`src/rtl/lsu_addr_munge.sv`:
```
`timescale 1ns/1ps
// Address translation: size decode, alignment test, low-bit flip, lane mask.
module lsu_addr_munge #(
  parameter int ADDR_W = 32,
  parameter int LANES  = 8,
  parameter int OFS_W  = 3,
  parameter int SZ_W   = 2
) (
  input  logic [ADDR_W-1:0] eff_addr,
  input  logic [SZ_W-1:0]   op_size,
  input  logic              le_mode,
  input  logic              enable,
  output logic [ADDR_W-1:0] phys_addr,
  output logic [OFS_W-1:0]  lane_ofs,
  output logic [OFS_W:0]    nbytes,
  output logic [LANES-1:0]  lane_mask,
  output logic              misaligned
);
  localparam int CW = OFS_W + 2;

  logic [OFS_W-1:0] lo_mask;
  logic [OFS_W-1:0] flip;
  logic [CW-1:0]    span_end;

  always_comb begin
    nbytes     = (OFS_W+1)'(1) << op_size;
    lo_mask    = OFS_W'(nbytes - (OFS_W+1)'(1));
    // flipping only the bits above the size's own offset keeps alignment intact
    flip       = le_mode ? ~lo_mask : '0;
    lane_ofs   = eff_addr[OFS_W-1:0] ^ flip;
    misaligned = |(eff_addr[OFS_W-1:0] & lo_mask);
    phys_addr  = {eff_addr[ADDR_W-1:OFS_W], lane_ofs};
    span_end   = CW'(lane_ofs) + CW'(nbytes);
  end

  for (genvar i = 0; i < LANES; i++) begin : g_lane
    localparam logic [CW-1:0] IDX = CW'(i);
    assign lane_mask[i] = enable && (CW'(lane_ofs) <= IDX) && (IDX < span_end);
  end
endmodule

```
`src/rtl/lsu_store_place.sv`:
```
`timescale 1ns/1ps
// Places a right-justified store operand onto big-endian memory lanes.
module lsu_store_place #(
  parameter int DATA_W = 64,
  parameter int LANES  = 8,
  parameter int OFS_W  = 3
) (
  input  logic [DATA_W-1:0] st_data,
  input  logic [OFS_W-1:0]  lane_ofs,
  input  logic [OFS_W:0]    nbytes,
  input  logic [LANES-1:0]  lane_mask,
  input  logic              enable,
  output logic [DATA_W-1:0] wdata
);
  localparam int CW = OFS_W + 2;

  for (genvar i = 0; i < LANES; i++) begin : g_lane
    logic [CW-1:0]   src;
    logic [7:0]      byte_v;
    always_comb begin
      // operand byte index counted from its least significant byte
      src    = CW'(lane_ofs) + CW'(nbytes) - CW'(1) - CW'(i);
      byte_v = st_data[8*int'(src[OFS_W-1:0]) +: 8];
      wdata[(LANES-1-i)*8 +: 8] = (enable && lane_mask[i]) ? byte_v : 8'h00;
    end
  end
endmodule

```
`src/rtl/lsu_load_extract.sv`:
```
`timescale 1ns/1ps
// Captures lane position of an accepted load, then extracts its operand.
module lsu_load_extract #(
  parameter int DATA_W = 64,
  parameter int LANES  = 8,
  parameter int OFS_W  = 3
) (
  input  logic              clk,
  input  logic              rst_n,
  input  logic              issue,
  input  logic [OFS_W-1:0]  lane_ofs,
  input  logic [OFS_W:0]    nbytes,
  input  logic [DATA_W-1:0] mem_rdata,
  output logic              ld_valid,
  output logic [DATA_W-1:0] ld_data
);
  localparam int CW = OFS_W + 2;

  logic             pend_q, pend_d;
  logic [OFS_W-1:0] ofs_q, ofs_d;
  logic [OFS_W:0]   nb_q, nb_d;
  logic             cap_en;

  // next state
  always_comb begin
    cap_en = issue;
    pend_d = issue;
    ofs_d  = cap_en ? lane_ofs : ofs_q;
    nb_d   = cap_en ? nbytes   : nb_q;
  end

  // registers
  always_ff @(posedge clk or negedge rst_n) begin
    if (!rst_n) begin
      pend_q <= 1'b0;
      ofs_q  <= '0;
      nb_q   <= '0;
    end else begin
      pend_q <= pend_d;
      ofs_q  <= ofs_d;
      nb_q   <= nb_d;
    end
  end

  assign ld_valid = pend_q;

  for (genvar k = 0; k < LANES; k++) begin : g_byte
    localparam logic [CW-1:0] KIDX = CW'(k);
    logic [CW-1:0] lane;
    always_comb begin
      lane = CW'(ofs_q) + CW'(nb_q) - CW'(1) - KIDX;
      ld_data[8*k +: 8] = (KIDX < CW'(nb_q))
                          ? mem_rdata[(LANES-1-int'(lane[OFS_W-1:0]))*8 +: 8]
                          : 8'h00;
    end
  end
endmodule

```
`src/rtl/endian_lsu.sv`:
```
`timescale 1ns/1ps
module endian_lsu #(
  parameter int ADDR_W = 32,
  parameter int DATA_W = 64
) (
  input  logic                clk,
  input  logic                rst_n,
  input  logic                rd_en,
  input  logic                wr_en,
  input  logic                le_mode,
  input  logic [1:0]          op_size,
  input  logic [ADDR_W-1:0]   eff_addr,
  input  logic [DATA_W-1:0]   st_data,
  output logic [ADDR_W-1:0]   mem_addr,
  output logic [DATA_W/8-1:0] mem_be,
  output logic                mem_we,
  output logic                mem_re,
  output logic [DATA_W-1:0]   mem_wdata,
  input  logic [DATA_W-1:0]   mem_rdata,
  output logic                ld_valid,
  output logic [DATA_W-1:0]   ld_data,
  output logic                align_err
);
  localparam int LANES = DATA_W / 8;
  localparam int OFS_W = $clog2(LANES);
  localparam int SZ_W  = 2;

  logic             access, accept, misaligned;
  logic [OFS_W-1:0] lane_ofs;
  logic [OFS_W:0]   nbytes;

  always_comb begin
    access    = rd_en | wr_en;
    accept    = access & ~misaligned;
    align_err = access & misaligned;
    mem_we    = wr_en & accept;
    // a double strobe is a write; the read half is dropped
    mem_re    = rd_en & ~wr_en & accept;
  end

  lsu_addr_munge #(
    .ADDR_W(ADDR_W), .LANES(LANES), .OFS_W(OFS_W), .SZ_W(SZ_W)
  ) u_munge (
    .eff_addr  (eff_addr),
    .op_size   (op_size),
    .le_mode   (le_mode),
    .enable    (accept),
    .phys_addr (mem_addr),
    .lane_ofs  (lane_ofs),
    .nbytes    (nbytes),
    .lane_mask (mem_be),
    .misaligned(misaligned)
  );

  lsu_store_place #(
    .DATA_W(DATA_W), .LANES(LANES), .OFS_W(OFS_W)
  ) u_place (
    .st_data  (st_data),
    .lane_ofs (lane_ofs),
    .nbytes   (nbytes),
    .lane_mask(mem_be),
    .enable   (mem_we),
    .wdata    (mem_wdata)
  );

  lsu_load_extract #(
    .DATA_W(DATA_W), .LANES(LANES), .OFS_W(OFS_W)
  ) u_load (
    .clk      (clk),
    .rst_n    (rst_n),
    .issue    (mem_re),
    .lane_ofs (lane_ofs),
    .nbytes   (nbytes),
    .mem_rdata(mem_rdata),
    .ld_valid (ld_valid),
    .ld_data  (ld_data)
  );
endmodule

```
`config.mk`:
```
export PLATFORM = sky130hd
export DESIGN_NAME = endian_lsu
export DESIGN_NICKNAME = d
export VERILOG_FILES = /design/src/rtl/lsu_addr_munge.sv /design/src/rtl/lsu_store_place.sv /design/src/rtl/lsu_load_extract.sv /design/src/rtl/endian_lsu.sv
export SDC_FILE = /design/constraint.sdc
export NUM_CORES = 1
export LEC_CHECK = 0
export BUFFER_PORTS_ARGS = -buffer_cell sky130_fd_sc_hd__buf_2
export CAP_MARGIN = 20
export CORE_UTILIZATION = 35
export DETAILED_ROUTE_END_ITERATION = 16
export GPL_ROUTABILITY_DRIVEN = 0
export GPL_TIMING_DRIVEN = 0
export PLACE_DENSITY = 0.67
export SLEW_MARGIN = 30
export SYNTH_ARGS = -nofsm -noshare
export SYNTH_HDL_FRONTEND = slang
export SYNTH_SLANG_ARGS = --single-unit
```
`constraint.sdc`:
```
create_clock -name clk -period 4.6 [get_ports clk]
set_input_delay 0.69 -clock clk [delete_from_list [all_inputs] [get_ports clk]]
set_output_delay 0.69 -clock clk [all_outputs]
set_load 0.1 [all_outputs]
```
# Yosys cells after proc, flatten, opt, wreduce, memory -nomap -nowiden
# Cells that the tools add are included.
# classes
add_sub_neg	27
multipliers	0
div	0
n_lt_le_gt_ge	23
eq_ne	0
shift	17
mux	17
bitwise	11
reduce_logical	24
# op_table
op	n
variable part select 64 x 32 -> 8 bit	8
variable part select 64 x 7 -> 8 bit	8
2-to-1 mux 8 bit	16
subtractor 3 x 3 -> 4 bit (first input constant)	8
subtractor 3 bit (second input constant)	8
logical AND 1 bit	23
< comparator 3 x 5 -> 1 bit (first input constant)	4
< comparator 3 x 4 -> 1 bit (first input constant)	4
subtractor 3 x 1 -> 3 bit (second input constant)	5
subtractor 3 x 2 -> 3 bit (second input constant)	4
< comparator 1 x 5 -> 1 bit (first input constant)	2
< comparator 2 x 5 -> 1 bit (first input constant)	2
less-or-equal comparator 3 bit (second input constant)	3
< comparator 1 x 4 -> 1 bit (first input constant)	2
< comparator 2 x 4 -> 1 bit (first input constant)	2
less-or-equal comparator 3 x 1 -> 1 bit (second input constant)	2
less-or-equal comparator 3 x 2 -> 1 bit (second input constant)	2
adder 3 x 4 -> 5 bit	1
bitwise AND 1 bit	5
left shift 1 x 2 -> 4 bit (first input constant)	1
adder 3 bit	1
bitwise AND 3 bit	1
2-to-1 mux 3 bit	1
NOT 3 bit	1
4 further kinds	5
# totals
ff_bits	8
latch_bits	0
ram_bits	0
romBits	0
word_cells	122
memories	0

# Depth between registers and ports, before layout
# Gate-level depths: netlist of the first run.
# depth
ltp_word	10
depth_mapped	15
depth_no_buf	11

# Hierarchy
# From an unflattened synthesis of the first run, not the netlist that was laid out.
# unflattened
hier_cells	636
hier_area_um2	6421.2
# modules_own_cells
mod	n_inst	cells_per_inst	area_per_inst_um2	seq_area_each_um2
lsu_load_extract	1	288	3042.9	200.2
lsu_store_place	1	258	2698.8	0.0
lsu_addr_munge	1	86	645.6	0.0
endian_lsu	1	4	33.8	0.0

# Worst setup path before layout of the first run
# No wires, ideal clock.
# synth_path
path_kind	in2out
startpoint	input op_size[0]
endpoint	output mem_wdata[30]
arrival_ns	6.859
t_required_ns	3.910
setup_slack_ns	-2.949
cell_stages	13
n_path_buf	3
path_cell_list	buf_1 nor3b_1 xnor2_1 inv_1 ha_1 inv_1 fa_1 ha_1 buf_2 clkbuf_1 mux4_2 mux2i_1 nor4_1
# synth_between
elab_chain_len	10
word_cells_on_any_way	20
# synth_lines
element	line	text
start: declaration	endian_lsu.sv:11	input logic [1:0] op_size,
left shift 1 x 2 -> 4 bit *	lsu_addr_munge.sv:26	nbytes = (OFS_W+1)'(1) << op_size;
subtractor 3 x 1 -> 3 bit *	lsu_addr_munge.sv:27	lo_mask = OFS_W'(nbytes - (OFS_W+1)'(1));
NOT 3 bit *	lsu_addr_munge.sv:29	flip = le_mode ? ~lo_mask : '0;
2-to-1 mux 3 bit *	lsu_addr_munge.sv:29	
bitwise XOR 3 bit *	lsu_addr_munge.sv:30	lane_ofs = eff_addr[OFS_W-1:0] ^ flip;
via mem_addr[0]	endian_lsu.sv:14	output logic [ADDR_W-1:0] mem_addr,
adder 3 x 4 -> 5 bit / less-or-equal comparator 3 bit (equally long branches)	lsu_store_place.sv:22, lsu_addr_munge.sv:38	
subtractor 3 x 1 -> 3 bit, or another cell as far along	lsu_store_place.sv:22	src = CW'(lane_ofs) + CW'(nbytes) - CW'(1) - CW'(i);
subtractor 3 bit / logical AND 1 bit (equally long branches)	lsu_store_place.sv:22, lsu_addr_munge.sv:38	
variable part select 64 x 7 -> 8 bit / logical AND 1 bit (equally long branches)	lsu_store_place.sv:23, lsu_store_place.sv:24	
2-to-1 mux 8 bit *	lsu_store_place.sv:24	wdata[(LANES-1-i)*8 +: 8] = (enable && lane_mask[i]) ? byte_v : 8'h00;
end: declaration	endian_lsu.sv:18	output logic [DATA_W-1:0] mem_wdata,
# The timed path passes the listed nets; every way through them passes the cells marked *.

# Worst setup path in the final report of the first run
# layout_path
startpoint	input op_size[0]
endpoint	output mem_wdata[27]
# layout_between
elab_chain_len	10
word_cells_on_any_way	20
# layout_lines
element	line
left shift 1 x 2 -> 4 bit *	lsu_addr_munge.sv:26
subtractor 3 x 1 -> 3 bit	lsu_addr_munge.sv:27
NOT 3 bit / bitwise AND 3 bit (equally long branches)	lsu_addr_munge.sv:29, lsu_addr_munge.sv:31
2-to-1 mux 3 bit / OR reduction 3 bit (equally long branches)	lsu_addr_munge.sv:29, lsu_addr_munge.sv:31
bitwise XOR 3 bit / NOT 1 bit (equally long branches)	lsu_addr_munge.sv:30, endian_lsu.sv:34
adder 3 x 4 -> 5 bit, or another cell as far along	lsu_store_place.sv:22
subtractor 3 x 1 -> 3 bit, or another cell as far along	lsu_store_place.sv:22
subtractor 3 bit / logical AND 1 bit (equally long branches)	lsu_store_place.sv:22, lsu_addr_munge.sv:38
variable part select 64 x 7 -> 8 bit / logical AND 1 bit (equally long branches)	lsu_store_place.sv:23, lsu_store_place.sv:24
2-to-1 mux 8 bit *	lsu_store_place.sv:24
# Mark *: on every way between the ends. The rest lies on a longest branch, timed or not.

==> results of run 1 <==
-- path summary, 6_finish.rpt --
check / startpoint / to / slack, ns / depth (start not counted)
max in group asynchronous: rst_n / u_load.nb_q[1] / 4.13 / 1
setup / recovery: op_size[0] / mem_wdata[27] / 0.04 / 14
setup reg to reg: u_load.nb_q[3] / u_load.nb_q[3] / 3.41 / 3
hold reg to reg: u_load.ofs_q[1] / u_load.ofs_q[1] / 0.48 / 2
min in group clk: u_load.ofs_q[1] / u_load.ofs_q[1] / 0.48 / 2
hold / removal: rst_n / u_load.ld_valid / 0.29 / 1
-- layer usage --
metal / track usage [%] / up-vias
met1: 33.0 / 3635
met4: 7.13 / 0
li1: - / 3245
met2: 49.9 / 558
met3: 3.27 / 50
met5: 0 / -
-- kinds of logic after synthesis --
kind of cell    count (synthesis)  share of synthesized area, %
buf+inv                       102                          8.57
xor+xnor                       18                          4.53
fa+ha+maj                      13                          2.64
flops                           8                          3.10
mux                           225                          59.7
compound gates                 65                          6.09
simple gates                  218                          15.4
-- critical path, delay by kind of cell --
kind	cells	cell delay (ns)
xor gates and xnor gates	1	0.18
adders and majority gates	3	1.04
buffers and inverters	6	0.84
muxes	2	0.84
and+or+nand+nor	2	0.27
-- registers in the layout (all words and copies together), names as in the netlist --
signal	flops
u_load.nb_q	4
u_load.ofs_q	3
u_load.ld_valid	1
-- stage by stage --
step	cell area, sq um	setup WS, ns	std cells	TNS, ns	hold WS (ns)
after global placement	9500	-0.716	1185	-26.72	0.471
after global routing	11100	-0.0295	1228	-0.309	0.300
final	11100	0.0399	1229	0	0.289
after detailed placement	9570	-0.819	1189	-30.70	0.478
after CTS	10200	-0.0556	1198	-0.324	0.293
after floorplan	7670	-1.28	649	-33.30	0.394
-- layout by cell type (no fill, tap or decap), types with 4 or more instances in the layout --
cell type	count
buf_2	241
mux4_2	128
buf_4	91
nand2_1	67
nor3_4	49
buf_6	46
mux2i_1	42
mux2i_2	29
nor2_1	26
mux2i_4	25
a21oi_1	20
nor2_2	19
buf_12	19
inv_1	14
nand3_1	14
a21oi_4	14
clkbuf_4	10
nor2_4	9
o21ai_4	7
nor4_4	7
ha_1	7
buf_8	6
clkbuf_1	6
o21ai_0	6
clkbuf_16	6
dfrtp_1	6
nand2b_1	4
xnor2_2	4
xor2_1	4
buf_1	4
nand4_1	4
-- timing repair --
action,in CTS,in global routing
cloned,0,3
buffers inserted,10,26
hold buffers,0,0
setup endpoints to repair,97,95
pin swaps,7,14
gates resized for setup,154,94
-- area by class of cell --
class / instances / area [sq um]
diodes: 2 / 5.00
plain buffers: 80 / 636
clock buffers: 3 / 75.1
fillers: 1450 / 6970
inverters: 17 / 71.3
multi-input cells: 539 / 7300
flip-flops and latches: 8 / 203
well taps: 229 / 287
repair buffers: 351 / 2480
==> metrics.cfg, run 1 <==
[cells_and_area]
post-route-util_pct = 61.3
drive_above_1_share_pct = 75.3
layout.nets = 1180
area_growth_pct = 71.2

[floorplanning]
die_h_um = 138
core_area_sq_mm = 0.0180
die_w_um = 138
die-area_sq_mm = 0.0190
io_pins = 339
start_util_pct = 35.8
rows = 49

[drt]
drtPass1Iterations = 4
vias_per_cell = 6.09
routed.top_layer = met4
m1WireLength_mm = 9.44
antenna_left = 0
drc = 0
dr_wl_met3_mm = 2.63
vias = 7488
drtIter0Drc = 555
drt-total-wl_mm = 27.6
wl_met2_mm = 14.8
wl_per_cell_um = 22.4

[timing]
slew_violations = 0
worstMarginPinSlew_ns = 0.979
timing.final.crit_share_pct = 99.1
skew_ns = 0
setup_viol = 0
finalCriticalPeriod_ns = 4.56
max-slew-margin-rel_pct = 34.6
hold_violations = 0
timing.fmax_mhz = 219
rsz0062_at_grt = true

[flow_run]
maxCapViolations = 0

[clocking]
path_clk_slew_ns = 0.04
clock-root-buffer = clkbuf_16
cts_max_level = 1
cts.sinks = 8
tritoncts = built
cts_buffers = 3
clockBufferDepth = 2
clkLatencyLatePin_ns = 0.23

[min_path]
hold_class = input pin to async pin

[logic_synthesis]
synth.area.top_cells = mux4_2, mux2i_1, nor3_1, nand2_1, buf_4
synth_edf_count = 0
netlist_area_sq_mm = 0.00646
synth_area_leader_cell = mux4_2
syn_avg_cell_area_sq_um = 9.95
ys_ff_latch = 8
synth-main-ff-cell = dfrtp_1
synth_nets = 829
netlist_instances = 649
synthArstFlopShare_pct = 100
synth_most_common_cell = mux4_2
netlist.area_leader.share_pct = 44.7
synth_commonest_cells = mux4_2, mux2i_1, nand2_1
ys.warnings.count = 0
ys_types = 50
yosysSeqAreaShare_pct = 3.10

[global_route]
grt_max_degree = 20
antenna_found_initial = 1
grt_overflow = 0
grt_pass1_wl_mm = 38.5
grt.total_usage_pct = 27.0
grt_pass1_vias = 6746

[worst_setup_path]
critPathMaxStageDelay_ns = 0.59
startpoint_type = input pin
cp-end-kind = output pin
crit_type = input pin to output pin
cp_slowest_cell = mux4_2
worstPathArrival_ns = 3.87
critPathRequiredTime_ns = 3.91
path_cells = buf_8 > buf_8 > nor3b_4 > xnor2_2 > clkinvlp_4 > ha_4 > inv_2 > fa_2 > ha_4 > clkbuf_16 > mux4_2 > mux2i_2 > nor4_4 > buf_6
cp_max_fo = 6

[placement]
port_buffers = 307
place_hpwl_mm = 22.1

[outcome]
outcome = finished clean

Power of run 1 is left out: the tool's default activity adds up to more than one toggle a clock period on the data nets, which glitch-free logic cannot reach.
==> run 2, diff against run 1 <==
- ABC_CLOCK_PERIOD_IN_PS: default -> 4600
- RECOVER_POWER: default -> 100
==> metrics.cfg, run 2 (synthesis gave the netlist of run 1 again) <==
[worst_setup_path]
cp_slowest_cell = mux4_2
cp-end-kind = output pin
crit_type = input pin to output pin
critPathMaxStageDelay_ns = 0.60  ; about the same
cp_max_fo = 6  ; unchanged
ff2ff_path_depth = 3  ; unchanged
crit_buf_inv = 6  ; unchanged
cp.depth = 14  ; unchanged
startpoint_type = input pin
path_cells = buf_8 > buf_8 > nor3b_4 > xnor2_2 > clkinvlp_4 > ha_4 > inv_2 > fa_2 > ha_4 > clkbuf_16 > mux4_2 > mux2i_2 > nor4_4 > buf_6
worstPathArrival_ns = 3.88  ; about the same
critPathRequiredTime_ns = 3.91  ; about the same
path_delay_family = adder cells

[floorplanning]
die_h_um = 138  ; unchanged
start_util_pct = 35.8  ; unchanged
core_area_sq_mm = 0.0180  ; unchanged
io_pins = 339  ; unchanged
rows = 49  ; unchanged
die-area_sq_mm = 0.0190  ; unchanged
die_w_um = 138  ; unchanged

[timing]
timing.final.crit_share_pct = 99.3  ; +0.13 points
max-slew-margin-rel_pct = 17.7  ; -17 points
worstMarginPinSlew_ns = 1.24  ; +0.262 ns
timing.fmax_mhz = 219  ; -0.13%
rsz0062_at_grt = true
setup_viol = 0  ; unchanged
hold_violations = 0  ; unchanged
finalCriticalPeriod_ns = 4.57  ; +0.00613 ns
skew_ns = 0  ; unchanged
holdWs_ns = 0.362  ; +0.0730 ns
slew_violations = 0  ; unchanged

[global_route]
grt_max_degree = 20  ; unchanged
grtUsageMet3_pct = 3.27  ; unchanged
grt_pass1_vias = 6746  ; unchanged
busiest_layer = met2
grt_overflow = 0  ; unchanged
grt.total_usage_pct = 27.0  ; unchanged
met2_usage_pct = 49.9  ; unchanged
antenna_found_initial = 1  ; unchanged
grt_use_met1_pct = 33.0  ; unchanged
grt_pass1_wl_mm = 38.5  ; unchanged

[clocking]
cts_max_level = 1  ; unchanged
clock-root-buffer = clkbuf_16
tritoncts = built
path_clk_slew_ns = 0.04  ; about the same
cts_buffers = 3  ; unchanged
clkLatencyLatePin_ns = 0.23  ; about the same
cts.sinks = 8  ; unchanged
clockBufferDepth = 2  ; unchanged

[drt]
drtPass1Iterations = 5  ; +1
vias_per_cell = 6.09  ; -0.12%
drc = 0  ; unchanged
drt-total-wl_mm = 27.7  ; +0.40%
antenna_left = 0  ; unchanged
drtIter0Drc = 545  ; -1.8%
wl_per_cell_um = 22.5  ; +0.40%
vias = 7479  ; -0.12%

[placement]
port_buffers = 307  ; unchanged
place_hpwl_mm = 22.1  ; unchanged

[cells_and_area]
drive_above_1_share_pct = 70.8  ; -4.4 points
layout_commonest_cell = buf_2
final_cell_mix = buf_2, mux4_2, buf_4
largest_register_ffs = 4  ; unchanged
regMostFlops = u_load.nb_q
area_growth_pct = 70.2
layout.nets = 1180  ; unchanged

[outcome]
outcome = finished clean

[min_path]
hold_class = input pin to async pin

[flow_run]
maxCapViolations = 0  ; unchanged

[run 2: what timing repair did]
item / in CTS / in global routing
pin swaps: 7 / 14
hold buffers: 0 / 0
cloned: 0 / 3
endpoints found under the setup margin: 97 / 95
gates resized for setup: 154 / 94
buffers inserted: 10 / 26
[run 2: path summary, 6_finish.rpt]
path | startpoint | end | slack [ns]
max | op_size[0] | mem_wdata[27] | 0.03
min | rst_n | u_load.ld_valid | 0.36
max reg2reg | u_load.nb_q[3] | u_load.nb_q[3] | 3.40
min reg2reg | u_load.ofs_q[1] | u_load.ofs_q[1] | 0.48
max in group asynchronous | rst_n | u_load.nb_q[1] | 3.92
min in group clk | u_load.ofs_q[1] | u_load.ofs_q[1] | 0.48
[run 2: per-stage QoR]
stage / area, sq um / setup slack (ns) / TNS, ns / utilization [%] / instances
detailed placement: 9570 / -0.819 / -30.70 / 53.1 / 1189
finish: 11000 / 0.0338 / 0 / 60.9 / 1229
CTS: 10200 / -0.0556 / -0.324 / 56.8 / 1198
global placement: 9500 / -0.716 / -26.72 / 52.7 / 1185
global route: 11000 / -0.0295 / -0.309 / 60.9 / 1228
floorplan: 7670 / -1.28 / -33.30 / - / 649
[run 2: area by class of cell]
| cell class | count | area, sq um |
|---|---|---|
| diodes | 2 | 5.00 |
| plain buffers | 80 | 632 |
| clock buffers | 3 | 75.1 |
| fillers | 1474 | 7040 |
| inverters | 17 | 71.3 |
| multi-input cells | 539 | 7290 |
| flip-flops and latches | 8 | 203 |
| well taps | 229 | 287 |
| repair buffers | 351 | 2430 |
[run 2: metal layers]
| metal | wire length [um] | share of wire, % | up-vias |
|---|---|---|---|
| met2 | 14800 | 54 | 575 |
| met4 | 665 | 2.4 | 0 |
| li1 | - | - | 3244 |
| met3 | 2790 | 10 | 46 |
| met1 | 9380 | 34 | 3614 |
| met5 | 0 | 0 | - |
[run 2: worst reg2reg max path, stage by stage, from the launching register on]
cell     delay, ns
dfrtp_1       0.47
buf_1         0.47
nand2_1       0.08
o21ai_0       0.09
Power of run 2 is left out for the same reason.
